**src/rtl/lcd_ptgen_pkg.sv**
```systemverilog
package lcd_ptgen_pkg;

    localparam int HDISP_W = 7;
    localparam int HNDP_W  = 5;
    localparam int LINE_W  = 10;
    localparam int DATA_W  = 8;
    localparam int MAX_PERIOD = (1 << HDISP_W) * 16 + ((1 << HNDP_W) - 1) * 16 + 64;
    localparam int HCNT_W  = $clog2(MAX_PERIOD + 1);
    localparam int LP_RISE_OFS = 18;   // after end of display: last fall is 2 before it, +20
    localparam int LP_FALL_OFS = 27;   // last fall +29
    localparam int TAIL_CLKS   = 64;

    typedef logic [HCNT_W-1:0] hcnt_t;

    typedef struct packed {
        logic [HDISP_W-1:0] hdisp;
        logic [HNDP_W-1:0]  hndp;
        logic [LINE_W-1:0]  lines;
        logic               mask;
    } geom_t;

    function automatic hcnt_t disp_len(geom_t g);
        return (hcnt_t'(g.hdisp) + hcnt_t'(1)) << 4;
    endfunction

    function automatic hcnt_t gap_len(geom_t g);
        return hcnt_t'(g.hndp) << 4;
    endfunction

    function automatic hcnt_t line_len(geom_t g);
        return disp_len(g) + gap_len(g) + hcnt_t'(TAIL_CLKS);
    endfunction

    function automatic hcnt_t lp_rise_pt(geom_t g);
        return disp_len(g) + gap_len(g) + hcnt_t'(LP_RISE_OFS);
    endfunction

    function automatic hcnt_t lp_fall_pt(geom_t g);
        return disp_len(g) + gap_len(g) + hcnt_t'(LP_FALL_OFS);
    endfunction

endpackage

```
**src/rtl/lcd_hcount.sv**
```systemverilog
module lcd_hcount
    import lcd_ptgen_pkg::*;
(
    input  logic  clk,
    input  logic  rst,
    input  geom_t geom_in,
    output hcnt_t hpos,
    output geom_t geom_s,
    output logic  line_end
);

    hcnt_t period;

    assign period   = line_len(geom_s);
    assign line_end = (hpos == period - hcnt_t'(1));

    always_ff @(posedge clk) begin
        if (rst) begin
            hpos   <= '0;
            geom_s <= geom_in;
        end else if (line_end) begin
            hpos   <= '0;
            geom_s <= geom_in;
        end else begin
            hpos   <= hpos + hcnt_t'(1);
        end
    end

    assert_hpos_range_R2: assert property (@(posedge clk) disable iff (rst)
        hpos < period);

endmodule

```
**src/rtl/lcd_vcount.sv**
```systemverilog
module lcd_vcount
    import lcd_ptgen_pkg::*;
(
    input  logic  clk,
    input  logic  rst,
    input  hcnt_t hpos,
    input  geom_t geom_s,
    input  logic  line_end,
    output logic  frame_o,
    output logic  mod_o
);

    logic [LINE_W-1:0] vpos;
    logic              first_line;

    assign first_line = (vpos == '0);

    always_ff @(posedge clk) begin
        if (rst) begin
            vpos    <= '0;
            frame_o <= 1'b0;
            mod_o   <= 1'b0;
        end else begin
            if (line_end)
                vpos <= (vpos >= geom_s.lines) ? '0 : vpos + 1'b1;
            frame_o <= first_line;
            if (first_line && hpos == lp_fall_pt(geom_s))
                mod_o <= ~mod_o;
        end
    end

    // a modulation change only happens inside the frame strobe
    assert_mod_in_frame_R8: assert property (@(posedge clk) disable iff (rst)
        (mod_o != $past(mod_o)) |-> frame_o);

endmodule

```
**src/rtl/lcd_strobe.sv**
```systemverilog
module lcd_strobe
    import lcd_ptgen_pkg::*;
(
    input  logic              clk,
    input  logic              rst,
    input  hcnt_t             hpos,
    input  geom_t             geom_s,
    input  logic [DATA_W-1:0] pix_data,
    output logic              req_o,
    output logic              shift_o,
    output logic              line_o,
    output logic [DATA_W-1:0] data_o
);

    logic in_disp;
    logic shift_d;
    logic line_d;
    logic [3:0] lp_run;

    assign in_disp = (hpos < disp_len(geom_s));
    assign req_o   = !rst && in_disp && (hpos[1:0] == 2'b00);
    assign shift_d = (geom_s.mask && !in_disp) ? 1'b0 : !hpos[1];
    assign line_d  = (hpos >= lp_rise_pt(geom_s)) && (hpos < lp_fall_pt(geom_s));

    always_ff @(posedge clk) begin
        if (rst) begin
            shift_o <= 1'b0;
            line_o  <= 1'b0;
            data_o  <= '0;
        end else begin
            shift_o <= shift_d;
            line_o  <= line_d;
            if (req_o)
                data_o <= pix_data;
        end
    end

    always_ff @(posedge clk) begin
        if (rst)
            lp_run <= '0;
        else if (line_o)
            lp_run <= (lp_run == 4'hf) ? lp_run : lp_run + 4'd1;
        else
            lp_run <= '0;
    end

    assert_line_width_R5: assert property (@(posedge clk) disable iff (rst)
        $fell(line_o) |-> (lp_run == 4'd9));

    assert_mask_quiet_R4: assert property (@(posedge clk) disable iff (rst)
        (line_o && geom_s.mask) |-> !shift_o);

    assert_data_hold_R6: assert property (@(posedge clk) disable iff (rst)
        !$past(req_o) |-> $stable(data_o));

endmodule

```
**src/rtl/lcd_ptgen.sv**
```systemverilog
module lcd_ptgen
    import lcd_ptgen_pkg::*;
(
    input  logic        clk,
    input  logic        rst,
    input  logic [6:0]  cfg_hdisp,
    input  logic [4:0]  cfg_hndp,
    input  logic [9:0]  cfg_lines,
    input  logic        cfg_shift_mask,
    input  logic [7:0]  pix_data,
    output logic        pix_req,
    output logic        lcd_frame,
    output logic        lcd_line,
    output logic        lcd_shift,
    output logic        lcd_mod,
    output logic [7:0]  lcd_data
);

    geom_t geom_in;
    geom_t geom_s;
    hcnt_t hpos;
    logic  line_end;

    assign geom_in = '{hdisp: cfg_hdisp, hndp: cfg_hndp, lines: cfg_lines, mask: cfg_shift_mask};

    lcd_hcount u_hcount (
        .clk      (clk),
        .rst      (rst),
        .geom_in  (geom_in),
        .hpos     (hpos),
        .geom_s   (geom_s),
        .line_end (line_end)
    );

    lcd_vcount u_vcount (
        .clk      (clk),
        .rst      (rst),
        .hpos     (hpos),
        .geom_s   (geom_s),
        .line_end (line_end),
        .frame_o  (lcd_frame),
        .mod_o    (lcd_mod)
    );

    lcd_strobe u_strobe (
        .clk      (clk),
        .rst      (rst),
        .hpos     (hpos),
        .geom_s   (geom_s),
        .pix_data (pix_data),
        .req_o    (pix_req),
        .shift_o  (lcd_shift),
        .line_o   (lcd_line),
        .data_o   (lcd_data)
    );

    assert_reset_quiet_R1: assert property (@(posedge clk)
        $past(rst) |-> !(lcd_frame || lcd_line || lcd_shift || lcd_mod || (lcd_data != 8'h00)));

endmodule

```
**config.mk**
```make
export PLATFORM = sky130hd
export DESIGN_NAME = lcd_ptgen
export DESIGN_NICKNAME = d
export VERILOG_FILES = /design/src/rtl/lcd_ptgen_pkg.sv /design/src/rtl/lcd_hcount.sv /design/src/rtl/lcd_vcount.sv /design/src/rtl/lcd_strobe.sv /design/src/rtl/lcd_ptgen.sv
export SDC_FILE = /design/constraint.sdc
export NUM_CORES = 1
export LEC_CHECK = 0
export ABC_AREA = 0
export BUFFER_PORTS_ARGS = -buffer_cell sky130_fd_sc_hd__buf_2
export CELL_PAD_IN_SITES_DETAIL_PLACEMENT = 1
export CELL_PAD_IN_SITES_GLOBAL_PLACEMENT = 2
export CORE_ASPECT_RATIO = 1.4
export CORE_MARGIN = 4
export CORE_UTILIZATION = 37
export CTS_CLUSTER_SIZE = 30
export DETAILED_ROUTE_END_ITERATION = 8
export GPL_TIMING_DRIVEN = 0
export PLACE_DENSITY = 0.83
export SLEW_MARGIN = 20
export SYNTH_ARGS = -nofsm -noshare
export SYNTH_HDL_FRONTEND = slang
export SYNTH_SLANG_ARGS = --single-unit
```
**constraint.sdc**
```tcl
create_clock -name clk -period 4 [get_ports clk]
set_clock_uncertainty 0.1 [all_clocks]
set_input_delay 0.2 -clock clk [delete_from_list [all_inputs] [get_ports clk]]
set_output_delay 0.2 -clock clk [all_outputs]
set_load 0.01 [all_outputs]
```
==> metrics, run 1 <==
slowest stage delay, CP=420 ps; most frequent cells in the layout=44 x buf_2, 37 x ha_1, 35 x inv_1; Routed WL per cell=approximately 18 µm; crit share post-route=roughly 95%; yosys warns=0; WHS Path Cells=3; status=finished, final reports clean; Synth Flop Type=dfxtp_1; WL met2=5600 µm; Cell Area, Synth=3590 µm²; vias per std cell=5.50; leakage power=2.03 nW; PortBufs=44; delay-heaviest family, CP=simple AND/OR/NAND/NOR gates; Seq/Total Area, Yosys=38.2%; Max clock buf depth=2; routability cong.=0.795; unrepaired setup endpoints after global routing=true; detailed-route via count=3120; Peak VDD IR=242 µV; CTS H-tree depth=3; Tot GR Track Use=18.0%; Antenna Nets Post-Route=0; Finish-stage setup viols=0; most area-consuming cells after synthesis=edfxtp_1 19%, dfxtp_1 19%, ha_1 13%; fraction of registers with async set/reset=0%; core region area=approximately 9500 µm²; total CTS buffers=9; largest area contributor in the netlist=edfxtp_1; Crit Path Max Fanout=32; hold path startpoint=pix_data[4]; met1 wire length=3790 µm; startpoint types=register; R2R depth=13; Synth top area share=between 10% and 20%; CP cell instances=ha_1 -> xor2_2 -> ha_4 -> nand3_1 -> and3b_1 -> nor4_4 -> buf_4 -> buf_4 -> and2_1 -> nand3_1 -> o221ai_4 -> a21o_4 -> buf_8; Initial Utilization=37.9%; Netlist cell types=57; Inst Count DP=523; CTS tree=yes; Cell Pwr Density=393 nW/µm²; crit end category=register; Critical Path AT=around 3700 ps; die height=125 µm; Clock Latency Late Sink=330 ps; drt first-iter violations=75; final worst path period need=between 3000 and 4000 ps; Max-Cap Viols=0; clock-pin slew on the worst setup and hold paths=50 ps; largest net degree at the start of global routing=33; first-pass GRT wire length=16000 µm; Fmax=roughly 260 MHz; FF-to-FF End=u_hcount.geom_s[13]; CP required=3910 ps; final hold violation count=0; Mean Syn Cell Area=9.73 µm²; DR top layer=met4; worst min path class=in -> reg; IO Count=46; Post-synth EDFFs=23; Area Growth Syn to Fin=30.0%; Net Count, Synth=441; FF+latch count, synth=57; DRT Wirelength=9940 µm; initial antenna violation count=0; Root Buffer=clkbuf_16; Worst Max-Slew Pin Slew=831 ps; Overflow after GRT=0; RR Startpoint=u_hcount.geom_s[16]; Final HPWL DP=~7300 µm; DIE AREA=about 11000 µm²; fin. max-slew vios=0; Crit Path Class=reg -> reg; Site Rows=42; Reg2Reg Setup Slack=about 180 ps; hold endpoint=u_strobe.data_o[4]; fill count=1057; cells after synthesis=369; CTS Sinks=57; Final TNS setup=0 ps; fin cells=567; metal3 WL=226 µm; commonest non-fill, non-tap cell in the layout=buf_2; worst path bufs/invs=3; Pre-antenna DRT Iters=4; DRC=0; Max transition margin=44.2%; Antenna diodes=0; Final #Nets=524; number of global-route vias before repair=3255; DIE WIDTH=between 90 and 100 µm; share of layout cells above drive strength 1=between 10% and 20%; CP max stage cell=edfxtp_1
## cell usage after synthesis, drive strengths merged, types with 3 or more instances
library cell and n:
o21ai 11, o2111ai 6, nand2 13, o22ai 3, dfxtp 34, a31oi 4
nand4 13, o21a 6, clkbuf 5, ha 38, nor3 10, o31ai 11
a21oi 18, and2 6, xnor2 20, nand3 17, inv 35, o211ai 4
nor4 5, a21o 7, nor2 30, edfxtp 23, and3 6, xor2 10
## timing repair
item,4_1_cts,5_1_grt
pin swaps,2,1
endpoints found under the hold margin,23,0
gates resized for setup,8,13
setup buffers,3,3
hold buffers,23,0
setup endpoints to repair,43,37
## kinds of logic (layout without fill, tap and decap cells)
logic type	after synthesis	count (layout)	synth area share [%]
AND/OR/NAND/NOR	107	107	15.7
AO/OA/AOI/OAI	89	89	17.9
flip-flops	57	57	38.2
buffers and inverters	43	131	4.91
adder cells (fa/ha/maj)	39	39	13.8
XOR/XNOR	33	33	9.27
multiplexers	1	1	0.279
## worst min-delay path, stage by stage
cell and delay, ps:
buf_2 90, nand4_1 60, a21oi_1 50
## flip-flops by register name, indices dropped and copies added (netlist names)
signal and cells:
u_hcount.geom_s 23, u_hcount.hpos 12, u_strobe.data_o 8, u_strobe.line_o 1, u_strobe.shift_o 1, u_vcount.frame_o 1
u_vcount.mod_o 1, u_vcount.vpos 10
## power by group
part           internal, W  switching (W)
Sequential        0.000632      0.0000161
Combinational     0.000169       0.000207
Clock             0.000546       0.000263
## metal layers
layer  track usage, %  vias to the layer above
met5                0                        -
met3             3.50                       20
met1             18.0                     1525
met4             8.61                        0
met2             34.7                       43
li1                 -                     1532
## area by class of cell
cell class / instances / area, µm² / share of cell area (%)
plain buffers: 6 / 41.3 / 0.884
repair buffers: 73 / 495 / 10.6
clock buffers: 16 / 324 / 6.94
inverters: 36 / 135 / 2.89
well taps: 110 / 138 / 2.95
flip-flops and latches: 57 / 1370 / 29.4
multi-input cells: 269 / 2160 / 46.3
## how the worst max path moves through the flow
stage	slack [ps]	end	from	cells after the start
6_report	180	u_hcount.geom_s[13]	u_hcount.geom_s[16]	13
4_1_cts	4	u_vcount.mod_o	u_hcount.geom_s[16]	16
3_5_place_dp	-390	u_hcount.geom_s[16]	u_hcount.geom_s[16]	10
3_3_place_gp	-280	u_hcount.geom_s[11]	u_hcount.geom_s[16]	10
5_1_grt	-10	u_vcount.mod_o	u_hcount.geom_s[16]	15
2_1_floorplan	300	u_hcount.geom_s[0]	u_hcount.geom_s[16]	10
## stage by stage
stage                     instance area [µm²]  utilization [%]  total power [W]  hold WS (ps)  worst slack (ps)
after global routing                     4670             49.4          0.00192          26.4             -14.2
after floorplan                          3590                -         0.000877           199               297
after CTS                                4570             48.3          0.00183          18.1              4.31
final                                    4670             49.4          0.00183          27.6               181
after detailed placement                 3950             41.7         0.000970           278              -392
after global placement                   3950             41.7         0.000956           276              -278
Note: power is estimated with default switching activity, not from simulation.
==> run 2: changes to the inputs <==
--- a/config.mk
+++ b/config.mk
@@ -15,6 +15,7 @@
 export CTS_CLUSTER_SIZE = 30
 export DETAILED_ROUTE_END_ITERATION = 8
 export GPL_TIMING_DRIVEN = 0
+export HOLD_SLACK_MARGIN = 0.08
 export PLACE_DENSITY = 0.83
 export SLEW_MARGIN = 20
 export SYNTH_ARGS = -nofsm -noshare
==> metrics, run 2 (synthesized netlist as in run 1, its figures left out) <==
IO Count=46; Crit Path Class=reg -> reg; Largest register FFs=23; Max transition margin=44.8%; startpoint types=register; Place WS=-392 ps; CTS Sinks=57; share of layout cells above drive strength 1=19.4%; Hold Slack=248 ps; Peak VDD IR=242 µV; vias per std cell=approximately 5.5; Top Registers=u_hcount.geom_s x23, u_hcount.hpos x12, u_vcount.vpos x10; final design utilization=50.2%; area of the multi-input gates=2160 µm²; final hold violation count=0; die height=~120 µm; Fmax=roughly 260 MHz; CTS tree=yes; status=finished, final reports clean; Initial Utilization=37.9%; DIE WIDTH=91.2 µm; DRT Wirelength=10300 µm; Cell Pwr Density=388 nW/µm²; total CTS buffers=9; Root Buffer=clkbuf_16; Critical Path AT=roughly 3700 ps; fill count=1058; DIE AREA=11400 µm²; unrepaired setup endpoints after global routing=true; Final #Nets=532; Area Growth Syn to Fin=32.3%; detailed-route via count=3176; commonest non-fill, non-tap cell in the layout=buf_2; CP required=a little under 4000 ps; Worst Max-Slew Pin Slew=between 800 and 900 ps; fin. max-slew vios=0; Finish-stage setup viols=0; routability cong.=0.795; CTS H-tree depth=3; Pre-antenna DRT Iters=7; final worst path period need=3830 ps; leakage power=about 2.1 nW; most frequent cells in the layout=44 x buf_2, 37 x ha_1, 35 x inv_1; DRC=0; initial antenna violation count=0; Max-Cap Viols=0; Clock Latency Late Sink=330 ps; Tot GR Track Use=18.6%; Routed WL per cell=17.9 µm; Max clock buf depth=2; worst min path class=in -> reg; first-pass GRT wire length=16500 µm; Antenna diodes=0; PortBufs=44; Pwr Total=approximately 0.0018 W; Overflow after GRT=0; Final HPWL DP=7280 µm; crit share post-route=95.8%; Antenna Nets Post-Route=0; largest net degree at the start of global routing=33; final worst slack=169 ps; Crit Path Max Fanout=32; Biggest register=u_hcount.geom_s; Site Rows=42; clock-pin slew on the worst setup and hold paths=50 ps; drt first-iter violations=approximately 100; Sequential Area=1370 µm²; crit end category=register; number of global-route vias before repair=3309; core region area=9460 µm²
run 2: timing repair:
action,4_1_cts,5_1_grt
buffers inserted,3,3
endpoints found under the hold margin,31,0
hold buffers,31,0
endpoints found under the setup margin,43,37
resized for setup,8,13
pin swaps,2,1
run 2: final cells by class:
type	instances	share of cell area, %
Multi-Input combinational cell	269	45.6
Sequential cell	57	28.9
Timing Repair Buffer	81	12.1
Clock buffer	16	6.82
Tap cell	110	2.90
Inverter	36	2.85
Buffer	6	0.870
run 2: stage by stage:
stage | instances | area, µm² | TNS [ps]
floorplan | 369 | 3590 | 0
global placement | 523 | 3950 | -7710
detailed placement | 523 | 3950 | -12230
CTS | 573 | 4650 | 0
global route | 575 | 4750 | -92.8
finish | 575 | 4750 | 0
run 2: path summary, 6_finish.rpt:
kind                                             to  slack [ps]           startpoint  cells past startpoint
worst min register to register     u_strobe.shift_o         340   u_hcount.geom_s[0]                      1
worst max-delay path            u_hcount.geom_s[13]         170  u_hcount.geom_s[16]                     13
worst max register to register  u_hcount.geom_s[13]         170  u_hcount.geom_s[16]                     13
worst min-delay path               u_strobe.shift_o         250                  rst                      2
run 2: per-layer routing:
layer | global-route usage [%] | vias up | part of all wire, % | wire, µm
li1 | - | 1551 | - | -
met2 | 35.8 | 50 | 56 | 5750
met4 | 9.33 | 0 | 3.6 | 376
met5 | 0 | - | 0 | 0
met3 | 3.56 | 23 | 2.3 | 239
met1 | 18.6 | 1552 | 38 | 3950
run 2: power breakdown:
group | internal [W] | switching (W)
combinational | 0.000174 | 0.000211
sequential | 0.000632 | 0.0000161
clock | 0.000546 | 0.000263
total | 0.00135 | 0.000490
run 2: worst max-delay path: stages (launching register included):
cell and delay (ps):
edfxtp_1 420, ha_1 270, xor2_2 220, ha_4 340
nand3_1 150, and3b_1 300, nor4_4 310, buf_4 170
buf_4 100, and2_1 150, nand3_1 140, o221ai_4 360
a21o_4 210, buf_8 260
==> run 3: changes to the inputs <==
--- a/config.mk
+++ b/config.mk
@@ -11,7 +11,7 @@
 export CELL_PAD_IN_SITES_GLOBAL_PLACEMENT = 2
 export CORE_ASPECT_RATIO = 1.4
 export CORE_MARGIN = 4
-export CORE_UTILIZATION = 37
+export CORE_UTILIZATION = 38
 export CTS_CLUSTER_SIZE = 30
 export DETAILED_ROUTE_END_ITERATION = 8
 export GPL_TIMING_DRIVEN = 0
@@ -20,4 +20,5 @@
 export SLEW_MARGIN = 20
 export SYNTH_ARGS = -nofsm -noshare
 export SYNTH_HDL_FRONTEND = slang
+export SYNTH_HIERARCHICAL = 1
 export SYNTH_SLANG_ARGS = --single-unit
==> metrics, run 3 <==
status=finished, violations left; failing checks=negative setup slack; most common cell in the netlist=ha_1; Max clock buf depth=2; WHS Path Cells=2; hold path startpoint=rst; PortBufs=45; Pre-antenna DRT Iters=4; detailed-route via count=around 3800; Biggest register=u_hcount/geom_s; final worst slack=-6.62 ps; clock-pin slew on the worst setup and hold paths=50 ps; Initial Utilization=39.3%; FF-to-FF End=u_hcount/geom_s[12]; Peak VDD IR=between 200 and 250 µV; total CTS buffers=9; Seq/Total Area, Yosys=32.0%; Final TNS setup=-49.7 ps; Crit Path Max Fanout=23; Cell Area, Synth=4290 µm²; worst min path class=in -> reg; RR Startpoint=u_hcount/geom_s[16]; Clock power frac=about two fifths; DIE WIDTH=97.8 µm; internal power=0.00139 W; final hold violation count=0; most area-consuming cells after synthesis=ha_1 17%, edfxtp_1 16%, dfxtp_1 16%; hold endpoint=u_vcount/mod_o; DRC=0; Post-synth EDFFs=23; Inst Count DP=620; Fmax=250 MHz; first-pass GRT wire length=20100 µm; Reg2Reg Setup Slack=-7 ps; Synth Flop Type=dfxtp_1; Max transition margin=53.7%; largest net degree at the start of global routing=24; Top Registers=u_hcount/geom_s x23, u_hcount/hpos x12, u_vcount/vpos x10; switching share of total power=between 20% and 30%; Mean Syn Cell Area=9.89 µm²; most frequent cells in the layout=48 x ha_1, 46 x buf_2, 34 x dfxtp_1; IO Count=46; drt first-iter violations=91; CP required=just under 4000 ps; fin. max-slew vios=0; Critical Path AT=roughly 3900 ps; final worst path period need=4010 ps; cells after synthesis=approximately 430; FF+latch count, synth=57; Site Rows=45; fin cells=697; unrepaired setup endpoints after global routing=true; Overflow after GRT=0; Synth top area share=between 15 and 20%; yosys warns=6; core region area=10900 µm²; die height=approximately 130 µm; vias per std cell=roughly 5.4; startpoint types=register; Combinational Power Share=26.9%; Antenna Nets Post-Route=0; Largest register FFs=23; leakage power=about 2.5 nW; largest area contributor in the netlist=ha_1; Max-Cap Viols=0; DRT Wirelength=12500 µm; Tot GR Track Use=19.2%; Clock Latency Late Sink=330 ps; R2R depth=15; Final #Nets=approximately 650; Post-synth top cells=59 x ha_1, 35 x inv_1, 34 x dfxtp_1, 34 x xnor2_1, 27 x xor2_1; fill count=1215; number of global-route vias before repair=roughly 4100; Netlist cell types=61; CTS tree=yes; Final HPWL DP=8330 µm; Antenna diodes=0; CTS H-tree depth=3; crit end category=register; Area Growth Syn to Fin=36.4%; crit share post-route=100%; Crit Path Class=reg -> reg; Routed WL per cell=18.0 µm; Root Buffer=clkbuf_16; Finish-stage setup viols=15; Net Count, Synth=about 530; Sequential Power Share=between 30% and 40%; routability cong.=0.779; Sequential Area=1370 µm²; CTS Sinks=57; commonest non-fill, non-tap cell in the layout=ha_1; share of layout cells above drive strength 1=25.7%; sw power=0.000589 W; area of the multi-input gates=3030 µm²; Worst Max-Slew Pin Slew=a little under 700 ps; Cell Pwr Density=between 300 and 400 nW/µm²; fraction of registers with async set/reset=0%; initial antenna violation count=0; DIE AREA=13100 µm²
[run 3: cell count changes after synthesis, moves of 10 or more]
| cell | change |
|---|---|
| xor2_1 | +17 |
| o31ai_1 | -10 |
| nor2_1 | -12 |
| nand2b_1 | +16 |
| ha_1 | +21 |
| a311oi_1 | +11 |
| xnor2_1 | +14 |
[run 3: metrics by stage]
step | setup slack [ps] | util (%) | cell area [µm²] | power [W] | hold slack [ps]
after floorplan | 74.5 | - | 4300 | 0.000974 | 169
after global placement | -621 | 43.0 | 4700 | 0.00107 | 276
after detailed placement | -660 | 43.0 | 4700 | 0.00109 | 278
after CTS | 0.231 | 50.8 | 5550 | 0.00194 | 80.3
after global routing | -187 | 53.6 | 5850 | 0.00208 | 95.2
final | -6.62 | 53.6 | 5850 | 0.00198 | 85.5
[run 3: cells by family (layout without fill, tap and decap cells)]
kind of cell | after synthesis | in the layout | synth area share [%]
fa+ha+maj | 62 | 62 | 18.6
simple gates | 131 | 131 | 17.1
buf+inv | 45 | 167 | 4.31
xor+xnor | 65 | 65 | 14.5
mux | 10 | 10 | 2.36
compound gates | 64 | 64 | 11.1
flops | 57 | 57 | 32.0
[run 3: cell type report]
cell class,instances,area share (%)
multi-input cells,332,51.8
flip-flops and latches,57,23.4
repair buffers,106,13.1
clock buffers,12,4.75
well taps,141,3.01
inverters,36,2.31
plain buffers,9,1.05
clock inverters,4,0.492
[run 3: power groups by stage]
| stage | Combinational (W) | Clock (W) | Sequential, W |
|---|---|---|---|
| after floorplan | 0.000304 | 0 | 0.000669 |
| after global placement | 0.000398 | 0 | 0.000673 |
| after detailed placement | 0.000411 | 0 | 0.000674 |
| after CTS | 0.000478 | 0.000804 | 0.000658 |
| after global routing | 0.000591 | 0.000824 | 0.000664 |
| final | 0.000533 | 0.000784 | 0.000661 |
[run 3: critical path, cell delays in order, from the launching register on]
cell      delay, ps
edfxtp_1        410
buf_6           150
ha_4            250
inv_2            40
ha_4            260
inv_2            40
ha_4            150
inv_2            50
fa_1            420
xnor2_1         140
nor2_1          140
nand4_1         160
nor4b_4         380
buf_6           150
buf_4           160
a31o_2          620
[run 3: layer usage]
metal | up-vias | share of wire (%) | track usage, %
met5 | - | 0 | 0
met2 | 60 | 56 | 37.4
met4 | 0 | 2.3 | 7.39
met1 | 1879 | 39 | 20.3
met3 | 25 | 2.7 | 3.30
li1 | 1802 | - | -
[run 3: repair_timing]
action,4_1_cts,5_1_grt
endpoints found under the setup margin,34,35
hold buffers,31,0
gates resized for setup,16,36
hold endpoints to repair,31,0
buffers inserted,18,12
pin swaps,9,26
[run 3: worst max-delay path by stage]
| stage | from | to | slack [ps] | cells past startpoint |
|---|---|---|---|---|
| final | u_hcount/geom_s[16] | u_hcount/geom_s[12] | -7 | 15 |
| after global routing | u_hcount/geom_s[16] | u_vcount/vpos[9] | -190 | 21 |
| after CTS | u_hcount/geom_s[17] | u_strobe/line_o | 0.2 | 14 |
| after detailed placement | u_hcount/geom_s[16] | u_vcount/vpos[1] | -660 | 17 |
| after global placement | u_hcount/geom_s[16] | u_vcount/vpos[5] | -620 | 17 |
| after floorplan | u_hcount/geom_s[16] | u_vcount/vpos[9] | 70 | 20 |
